File: config.mk
export PLATFORM = sky130hd
export DESIGN_NAME = gated_alu_exec
export DESIGN_NICKNAME = d
export VERILOG_FILES = /design/src/rtl/alu_pkg.sv /design/src/rtl/alu_logic_unit.sv /design/src/rtl/alu_ripple_adder.sv /design/src/rtl/alu_smul.sv /design/src/rtl/gated_alu_exec.sv
export SDC_FILE = /design/constraint.sdc
export NUM_CORES = 1
export LEC_CHECK = 0
export CORE_MARGIN = 3
export CORE_UTILIZATION = 25
export CTS_CLUSTER_DIAMETER = 200
export DETAILED_ROUTE_END_ITERATION = 6
export PLACE_DENSITY = 0.43
export SETUP_SLACK_MARGIN = 0.05
export SYNTH_ARGS = -nofsm -noshare
export SYNTH_HDL_FRONTEND = slang
export SYNTH_SLANG_ARGS = --single-unit
File: constraint.sdc
create_clock -name clk -period 1.54 [get_ports clk]
set_input_delay 0.308 -clock clk [delete_from_list [all_inputs] [get_ports clk]]
set_output_delay 0.308 -clock clk [all_outputs]
set_load 0.01 [all_outputs]
File: src/rtl/alu_pkg.sv
package alu_pkg;

    parameter int OP_W = 3;

    typedef enum logic [OP_W-1:0] {
        OP_AND = 3'b000,
        OP_OR  = 3'b001,
        OP_XOR = 3'b010,
        OP_ADD = 3'b011,
        OP_MUL = 3'b100
    } alu_op_e;

    function automatic logic op_legal(input logic [OP_W-1:0] code);
        return code <= OP_MUL;
    endfunction

    function automatic logic op_is_logic(input logic [OP_W-1:0] code);
        return code <= OP_XOR;
    endfunction

endpackage

File: src/rtl/alu_logic_unit.sv
module alu_logic_unit #(
    parameter int W = 16
) (
    input  logic         clk,
    input  logic         rst_n,
    input  logic         load,
    input  logic [1:0]   fsel,
    input  logic [W-1:0] a,
    input  logic [W-1:0] b,
    output logic [W-1:0] q
);

    logic [W-1:0] logic_d;
    logic [W-1:0] logic_q;

    always_comb begin
        logic_d = logic_q;
        if (load) begin
            case (fsel)
                2'b00:   logic_d = a & b;
                2'b01:   logic_d = a | b;
                2'b10:   logic_d = a ^ b;
                default: logic_d = '0;
            endcase
        end
    end

    always_ff @(posedge clk or negedge rst_n) begin
        if (!rst_n) logic_q <= '0;
        else        logic_q <= logic_d;
    end

    assign q = logic_q;

endmodule

File: src/rtl/alu_ripple_adder.sv
module alu_ripple_adder #(
    parameter int W = 16
) (
    input  logic [W-1:0] a,
    input  logic [W-1:0] b,
    output logic [W-1:0] sum
);

    logic [W-1:0] carry;

    assign carry[0] = 1'b0;

    for (genvar i = 0; i < W; i++) begin : g_cell
        assign sum[i] = a[i] ^ b[i] ^ carry[i];
        if (i < W - 1) begin : g_carry
            assign carry[i+1] = (a[i] & b[i]) | (carry[i] & (a[i] ^ b[i]));
        end
    end

endmodule

File: src/rtl/alu_smul.sv
module alu_smul #(
    parameter int IW = 8,
    parameter int OW = 16
) (
    input  logic [IW-1:0] a,
    input  logic [IW-1:0] b,
    output logic [OW-1:0] p
);

    logic signed [IW-1:0] a_s;
    logic signed [IW-1:0] b_s;
    logic signed [OW-1:0] a_x;
    logic signed [OW-1:0] b_x;

    assign a_s = a;
    assign b_s = b;
    assign a_x = OW'(a_s);
    assign b_x = OW'(b_s);
    assign p   = a_x * b_x;

endmodule

File: src/rtl/gated_alu_exec.sv
module gated_alu_exec
    import alu_pkg::*;
#(
    parameter int DATA_W = 16,
    parameter int MUL_W  = 8
) (
    input  logic              clk,
    input  logic              rst_n,
    input  logic              clk_en,
    input  logic              in_vld,
    input  logic [OP_W-1:0]   opcode,
    input  logic [DATA_W-1:0] op_a,
    input  logic [DATA_W-1:0] op_b,
    output logic [DATA_W-1:0] result,
    output logic              res_vld
);

    typedef struct packed {
        logic [OP_W-1:0]   op;
        logic              vld;
        logic [DATA_W-1:0] sum;
        logic [DATA_W-1:0] prod;
    } exec_st_t;

    exec_st_t          st_d, st_q;
    logic              take;
    logic              logic_load;
    logic [DATA_W-1:0] sum_w;
    logic [DATA_W-1:0] prod_w;
    logic [DATA_W-1:0] logic_q;
    logic [DATA_W-1:0] res_mux;

    assign take       = clk_en & in_vld;
    assign logic_load = take & op_is_logic(opcode);

    alu_logic_unit #(.W(DATA_W)) u_logic (
        .clk  (clk),
        .rst_n(rst_n),
        .load (logic_load),
        .fsel (opcode[1:0]),
        .a    (op_a),
        .b    (op_b),
        .q    (logic_q)
    );

    alu_ripple_adder #(.W(DATA_W)) u_add (
        .a  (op_a),
        .b  (op_b),
        .sum(sum_w)
    );

    alu_smul #(.IW(MUL_W), .OW(DATA_W)) u_mul (
        .a(op_a[MUL_W-1:0]),
        .b(op_b[MUL_W-1:0]),
        .p(prod_w)
    );

    always_comb begin
        st_d = st_q;
        if (clk_en) begin
            st_d.vld = in_vld & op_legal(opcode);
            if (in_vld) begin
                st_d.op = opcode;
                if (opcode == OP_ADD) st_d.sum  = sum_w;
                if (opcode == OP_MUL) st_d.prod = prod_w;
            end
        end
    end

    always_ff @(posedge clk or negedge rst_n) begin
        if (!rst_n) st_q <= '0;
        else        st_q <= st_d;
    end

    always_comb begin
        case (st_q.op)
            OP_AND, OP_OR, OP_XOR: res_mux = logic_q;
            OP_ADD:                res_mux = st_q.sum;
            OP_MUL:                res_mux = st_q.prod;
            default:               res_mux = '0;
        endcase
    end

    assign result  = res_mux;
    assign res_vld = st_q.vld;

endmodule

==> flow_summary.json, run 1 <==
{
  "cts.hold.buffers_added": 0,
  "synth_top_area_cell": "fa_1",
  "fp.coreArea_sq_um": 22800,
  "cts_tree": "done",
  "skew_ps": 0,
  "die_h_microns": 159,
  "ff_latch_area_sq_um": 1300,
  "synth_warnings": 0,
  "path_class": "in2reg",
  "overflow": 0,
  "p_leak_nw": 4.13,
  "final_util": 0.394,
  "first_pass_iters": 4,
  "root_buffer": "clkbuf_16",
  "cp.required_ps": 1720,
  "grt_max_degree": 53,
  "via_count": 4879,
  "finalPower_mw": 11.4,
  "n_fill_cell": 2265,
  "internal-power_mw": 6.67,
  "final_nets": 962,
  "ant_nets": 0,
  "clkPwrFrac": 0.118,
  "relSlewSlack": 0.748,
  "synthesis.nets": 787,
  "slowest_delay_ps": 420,
  "ioPinCount": 56,
  "cp-end-kind": "flip-flop",
  "hold_path.class": "in2async",
  "routedWlPerCell_microns": 16.2,
  "rsz0062_at_grt": "yes",
  "clockBufferDepth": 2,
  "yosysUniqueCellTypes": 41,
  "layout-drive-gt1-share": 0.459,
  "finalMaxSlewViolations": 0,
  "final_common_cell": "buf_4",
  "power_switching_mw": 4.69,
  "critPathArrivalTime_ps": 5980,
  "seq_area_frac_synth": 0.221,
  "vdd_drop_max_mv": 0.740,
  "synth-seq-cells": 52,
  "track_usage": 0.143,
  "port_buffers": 55,
  "layout_setup_ws_ps": -4260,
  "h-tree-depth": 2,
  "cap_violations": 0,
  "violations": "negative setup slack",
  "synthCells": 617,
  "die-area_sq_um": 25400,
  "cp-start-kind": "primary input",
  "max_slew.worst_pin.slew_ps": 375,
  "cts.clk_slew.worst_paths_ps": 70,
  "syn_area_sq_um": 5880,
  "antenna_found_initial": 0,
  "power.density_nw_per_um2": 1260,
  "antenna_cells": 0,
  "outcome": "finished, violations left",
  "cts_made_buffers": 5,
  "crit_family": "adder cells",
  "power.share.switching": 0.413,
  "initial_core_util": 0.257,
  "stdcell_count": 1106,
  "setup_viol": 43,
  "min_period_over_period": 3.77,
  "insertion_delay_ps": 290,
  "hold_viol_final": 0,
  "cts_sinks": 52,
  "tns_ps": -62350,
  "max_freq_ghz": 0.172,
  "syn_to_final_growth_pct": 53.2,
  "place_inst": 1067,
  "dpl.hpwl_microns": 13900,
  "drt_wl_total_microns": 17900,
  "globalplace.congestion": 0.858,
  "p_seq_frac": 0.190,
  "crit_fanout": 2,
  "cp_num_buf_inv": 1,
  "path_cells": "buf_8 > ha_4 > fa_2 > fa_2 > fa_2 > fa_2 > fa_2 > fa_2 > fa_2 > fa_2 > fa_2 > fa_2 > fa_2 > fa_2 > fa_2 > fa_2 > mux2_4",
  "multi_input_area_sq_um": 4950,
  "grt_pass1_wl_microns": 29300,
  "rows": 55,
  "drc": 0,
  "grt_pass1_vias": 5333,
  "fin_area_sq_um": 9010,
  "pre_cts_ws_ps": -4970,
  "synth.avg_cell_area_sq_um": 9.53,
  "power_frac_comb": 0.692,
  "placedInstanceArea_sq_um": 8100,
  "via_per_inst": 4.41,
  "fp.dieW_microns": 159,
  "hold_slack_ps": 3.15,
  "synth_area_leaders": "fa_1 23%, dfrtp_1 22%, ha_1 13%, inv_1 6.0%, mux2_2 4.4%",
  "drtIter0Drc": 160,
  "cpMostUsedCell": "fa_2",
  "mostFrequentLayoutCells": "102 x buf_4, 72 x inv_1, 54 x nand2_1, 51 x dfrtp_1, 45 x fa_1",
  "synth_top_area_frac": 0.235,
  "cpMaxStageDelayCell": "fa_2",
  "min_period_ps": 5800
}
## routing by layer
layer / vias up / track usage / wire length, microns
li1: 2351 / - / -
met1: 2429 / 0.194 / 8360
met2: 89 / 0.247 / 8630
met3: 10 / 0.0211 / 778
met4: 0 / 0.0215 / 119
met5: - / 0 / 0
## cell usage after synthesis (all sizes together)
cell and count:
a2111oi 1, nor2b 34, a211oi 1, nor3 4
buf 7, and2 1, a21o 2, dfrtp 52
nand2 57, a41oi 1, inv 94, or3 1
nand3 1, o31a 1, xor2 7, mux2i 17
clkbuf 17, mux2 23, o221a 1, o21a 2
nand2b 1, a31oi 1, o21bai 1, o21ai 33
nor2 39, clkinv 3, xnor2 10, or2b 1
o22a 16, o211ai 1, ha 62, o31ai 1
fa 69, o22ai 16, a21oi 39
## registers in the layout (all words and copies together), names as in the netlist
name,count
st_q,35
u_logic.q,16
res_vld,1
## final timing paths
kind	from	endpoint	slack, ps	depth (start not counted)
max in group asynchronous	rst_n	st_q[24]	1280	2
min	rst_n	res_vld	3	2
min in group clk	clk_en	res_vld	400	2
min reg2reg	u_logic.q[15]	u_logic.q[15]	500	2
max reg2reg	st_q[35]	st_q[35]	440	3
max	op_a[0]	st_q[30]	-4260	17
## repair_timing
action | in CTS | in global routing
setup buffers | 27 | 6
pin swaps | 42 | 46
cloned | 3 | 0
resized for setup | 217 | 65
endpoints found under the setup margin | 65 | 55
## worst register-to-register path, delay by kind of cell (launching register included)
kind / cells / cell delay, ps
muxes: 1 / 290
DFF: 1 / 400
buffers and inverters: 2 / 300
## cell families after synthesis
| kind of cell | after synthesis | synth area share |
|---|---|---|
| buffers and inverters | 121 | 0.0798 |
| XOR/XNOR | 17 | 0.0253 |
| AO/OA/AOI/OAI | 117 | 0.126 |
| adder cells (fa/ha/maj) | 131 | 0.367 |
| flip-flops | 52 | 0.221 |
| AND/OR/NAND/NOR | 139 | 0.108 |
| multiplexers | 40 | 0.0730 |
## final cells by class
| type | instances | area share |
|---|---|---|
| multi-input combinational | 444 | 0.549 |
| sequential | 52 | 0.145 |
| timing repair buffer | 192 | 0.193 |
| tap | 313 | 0.0435 |
| clock buffer | 6 | 0.0154 |
| inverter | 97 | 0.0500 |
| clock inverter | 2 | 0.00431 |
## power groups by stage
| stage | logic (mW) | registers, mW | clock network [mW] |
|---|---|---|---|
| 5_1_grt | 8.65 | 2.20 | 1.43 |
| 3_5_place_dp | 6.85 | 2.08 | 0 |
| 3_3_place_gp | 6.76 | 2.06 | 0 |
| 6_report | 7.86 | 2.15 | 1.34 |
| 2_1_floorplan | 4.45 | 1.97 | 0 |
| 4_1_cts | 7.59 | 2.09 | 1.38 |
(Power assumes the default switching activity.)
==> run 2: changes to the inputs <==
HOLD_SLACK_MARGIN = 0.05   (was not set)
==> run 2 against run 1 <==
Compared with the run above:
- the run still ends with negative setup slack left
- register-to-register slack barely moved
- sequential power barely moved
- sequential cell count did not move
- clock skew did not move
- wire length fell by 0.16%
- largest power group unchanged
- highest routed layer unchanged
==> flow_summary.json, run 2 (same netlist as run 1, synthesis figures left out) <==
{
  "antenna_found_initial": 0,
  "grt_max_degree": 53,
  "n_fill_cell": 2264,
  "stdcell_count": 1107,
  "antenna_cells": 0,
  "cts_made_buffers": 5,
  "ioPinCount": 56,
  "final_util": 0.395,
  "hp-start": "clk_en",
  "root_buffer": "clkbuf_16",
  "p_seq_frac": 0.190,
  "slowest_delay_ps": 420,
  "final_common_cell": "buf_4",
  "relSlewSlack": 0.748,
  "layout-drive-gt1-share": 0.458,
  "power_switching_mw": 4.68,
  "r2r-start": "st_q[34]",
  "power.density_nw_per_um2": 1260,
  "ff_latch_area_sq_um": 1300,
  "wl_met3_microns": 802,
  "largest-register": "st_q",
  "cp.required_ps": 1720,
  "cts.clk_slew.worst_paths_ps": 70,
  "largest_register_ff_count": 35,
  "min_period_ps": 5800,
  "place_inst": 1067,
  "cp-start-kind": "primary input",
  "skew_ps": 0,
  "hold_slack_ps": 396,
  "crit_fanout": 2,
  "fp.coreArea_sq_um": 22800,
  "cpMaxStageDelayCell": "fa_2",
  "ant_nets": 0,
  "cts_sinks": 52,
  "mostFrequentLayoutCells": "102 x buf_4, 72 x inv_1, 54 x nand2_1, 51 x dfrtp_1, 45 x fa_1",
  "drtIter0Drc": 149,
  "hold_viol_final": 0,
  "path_class": "in2reg",
  "reg2reg_depth": 3,
  "top_layer": "met4",
  "startpoint": "op_a[0]",
  "power_frac_comb": 0.692,
  "wl_met2_microns": 8620,
  "violations": "negative setup slack",
  "grt_pass1_vias": 5345,
  "cts_tree": "done",
  "path_cells": "buf_8 > ha_4 > fa_2 > fa_2 > fa_2 > fa_2 > fa_2 > fa_2 > fa_2 > fa_2 > fa_2 > fa_2 > fa_2 > fa_2 > fa_2 > fa_2 > mux2_4",
  "outcome": "finished, violations left",
  "port_buffers": 55,
  "vdd_drop_max_mv": 0.740,
  "syn_to_final_growth_pct": 53.4,
  "cpMostUsedCell": "fa_2",
  "rows": 55,
  "max_slew.worst_pin.slew_ps": 375,
  "dpl.hpwl_microns": 13900,
  "wl_met1_microns": 8320,
  "clockBufferDepth": 2,
  "track_usage": 0.143,
  "initial_core_util": 0.257,
  "globalplace.congestion": 0.858,
  "p_leak_nw": 4.13,
  "final_nets": 963,
  "rsz0062_at_grt": "yes",
  "grt_pass1_wl_microns": 29300,
  "drt_wl_total_microns": 17900,
  "max_freq_ghz": 0.172,
  "hold_path.class": "in2reg",
  "die-area_sq_um": 25400,
  "pre_cts_ws_ps": -4970,
  "insertion_delay_ps": 290,
  "via_per_inst": 4.40,
  "critPathArrivalTime_ps": 5980,
  "h-tree-depth": 2,
  "die_h_microns": 159,
  "cp-end-kind": "flip-flop",
  "fp.dieW_microns": 159,
  "internal-power_mw": 6.67,
  "clkPwrFrac": 0.118,
  "finalMaxSlewViolations": 0,
  "overflow": 0,
  "min_period_over_period": 3.77,
  "finalPower_mw": 11.4,
  "setup_viol": 43,
  "multi_input_area_sq_um": 4950,
  "layout_setup_ws_ps": -4260,
  "first_pass_iters": 4,
  "via_count": 4870,
  "worstHoldPathCells": 2,
  "cap_violations": 0,
  "power.share.switching": 0.412,
  "drc": 0,
  "routedWlPerCell_microns": 16.1
}
## run 2: cell count changes in the layout (fill, tap and decap cells not counted), sizes merged
cell,delta
dlygate4sd3,+1
## run 2: layout make-up
class | count | share of cell area
clock buffers | 6 | 0.0154
clock inverters | 2 | 0.00430
inverters | 97 | 0.0500
multi-input cells | 444 | 0.549
flip-flops and latches | 52 | 0.144
well taps | 313 | 0.0434
repair buffers | 193 | 0.194
## run 2: worst max-delay path, delay by kind of cell
family     cells  cell delay (ps)
fa+ha+maj     15             5290
buf+inv        1              100
mux            1              270
## run 2: path summary, 6_finish.rpt
kind | to | slack (ps)
max | st_q[30] | -4260
min | res_vld | 400
max reg2reg | st_q[34] | 450
min reg2reg | u_logic.q[15] | 500
max in group asynchronous | st_q[24] | 740
min in group asynchronous | res_vld | 530
## run 2: routing by layer
layer	vias up	GRT usage
met5	-	0
met4	0	0.0215
met2	90	0.248
met1	2411	0.194
met3	10	0.0211
li1	2359	-
## run 2: power by group through the flow
stage,combinational (mW),clock [mW],sequential [mW]
6_report,7.86,1.34,2.15
5_1_grt,8.65,1.43,2.20
4_1_cts,7.59,1.38,2.09
3_5_place_dp,6.85,0,2.08
3_3_place_gp,6.76,0,2.06
2_1_floorplan,4.45,0,1.97
## run 2: metrics by stage
stage / area [sq um] / setup TNS [ps]
after floorplan: 6410 / -52800
after global placement: 8100 / -90740
after global routing: 9020 / -66010
final: 9020 / -62350
after CTS: 8830 / -64070
after detailed placement: 8100 / -91370
## run 2: what timing repair did
| item | in CTS | in global routing |
|---|---|---|
| resized for setup | 217 | 65 |
| hold buffers | 1 | 0 |
| buffers inserted | 27 | 6 |
| hold endpoints to repair | 52 | 0 |
| pin swaps | 42 | 46 |
| setup endpoints to repair | 65 | 55 |
| gates cloned | 3 | 0 |
==> run 3: changes to the inputs <==
CTS_CLUSTER_SIZE = 28   (was not set)
==> results of run 3 <==
The final DEF is identical to that of run 2; final timing and power are the same.
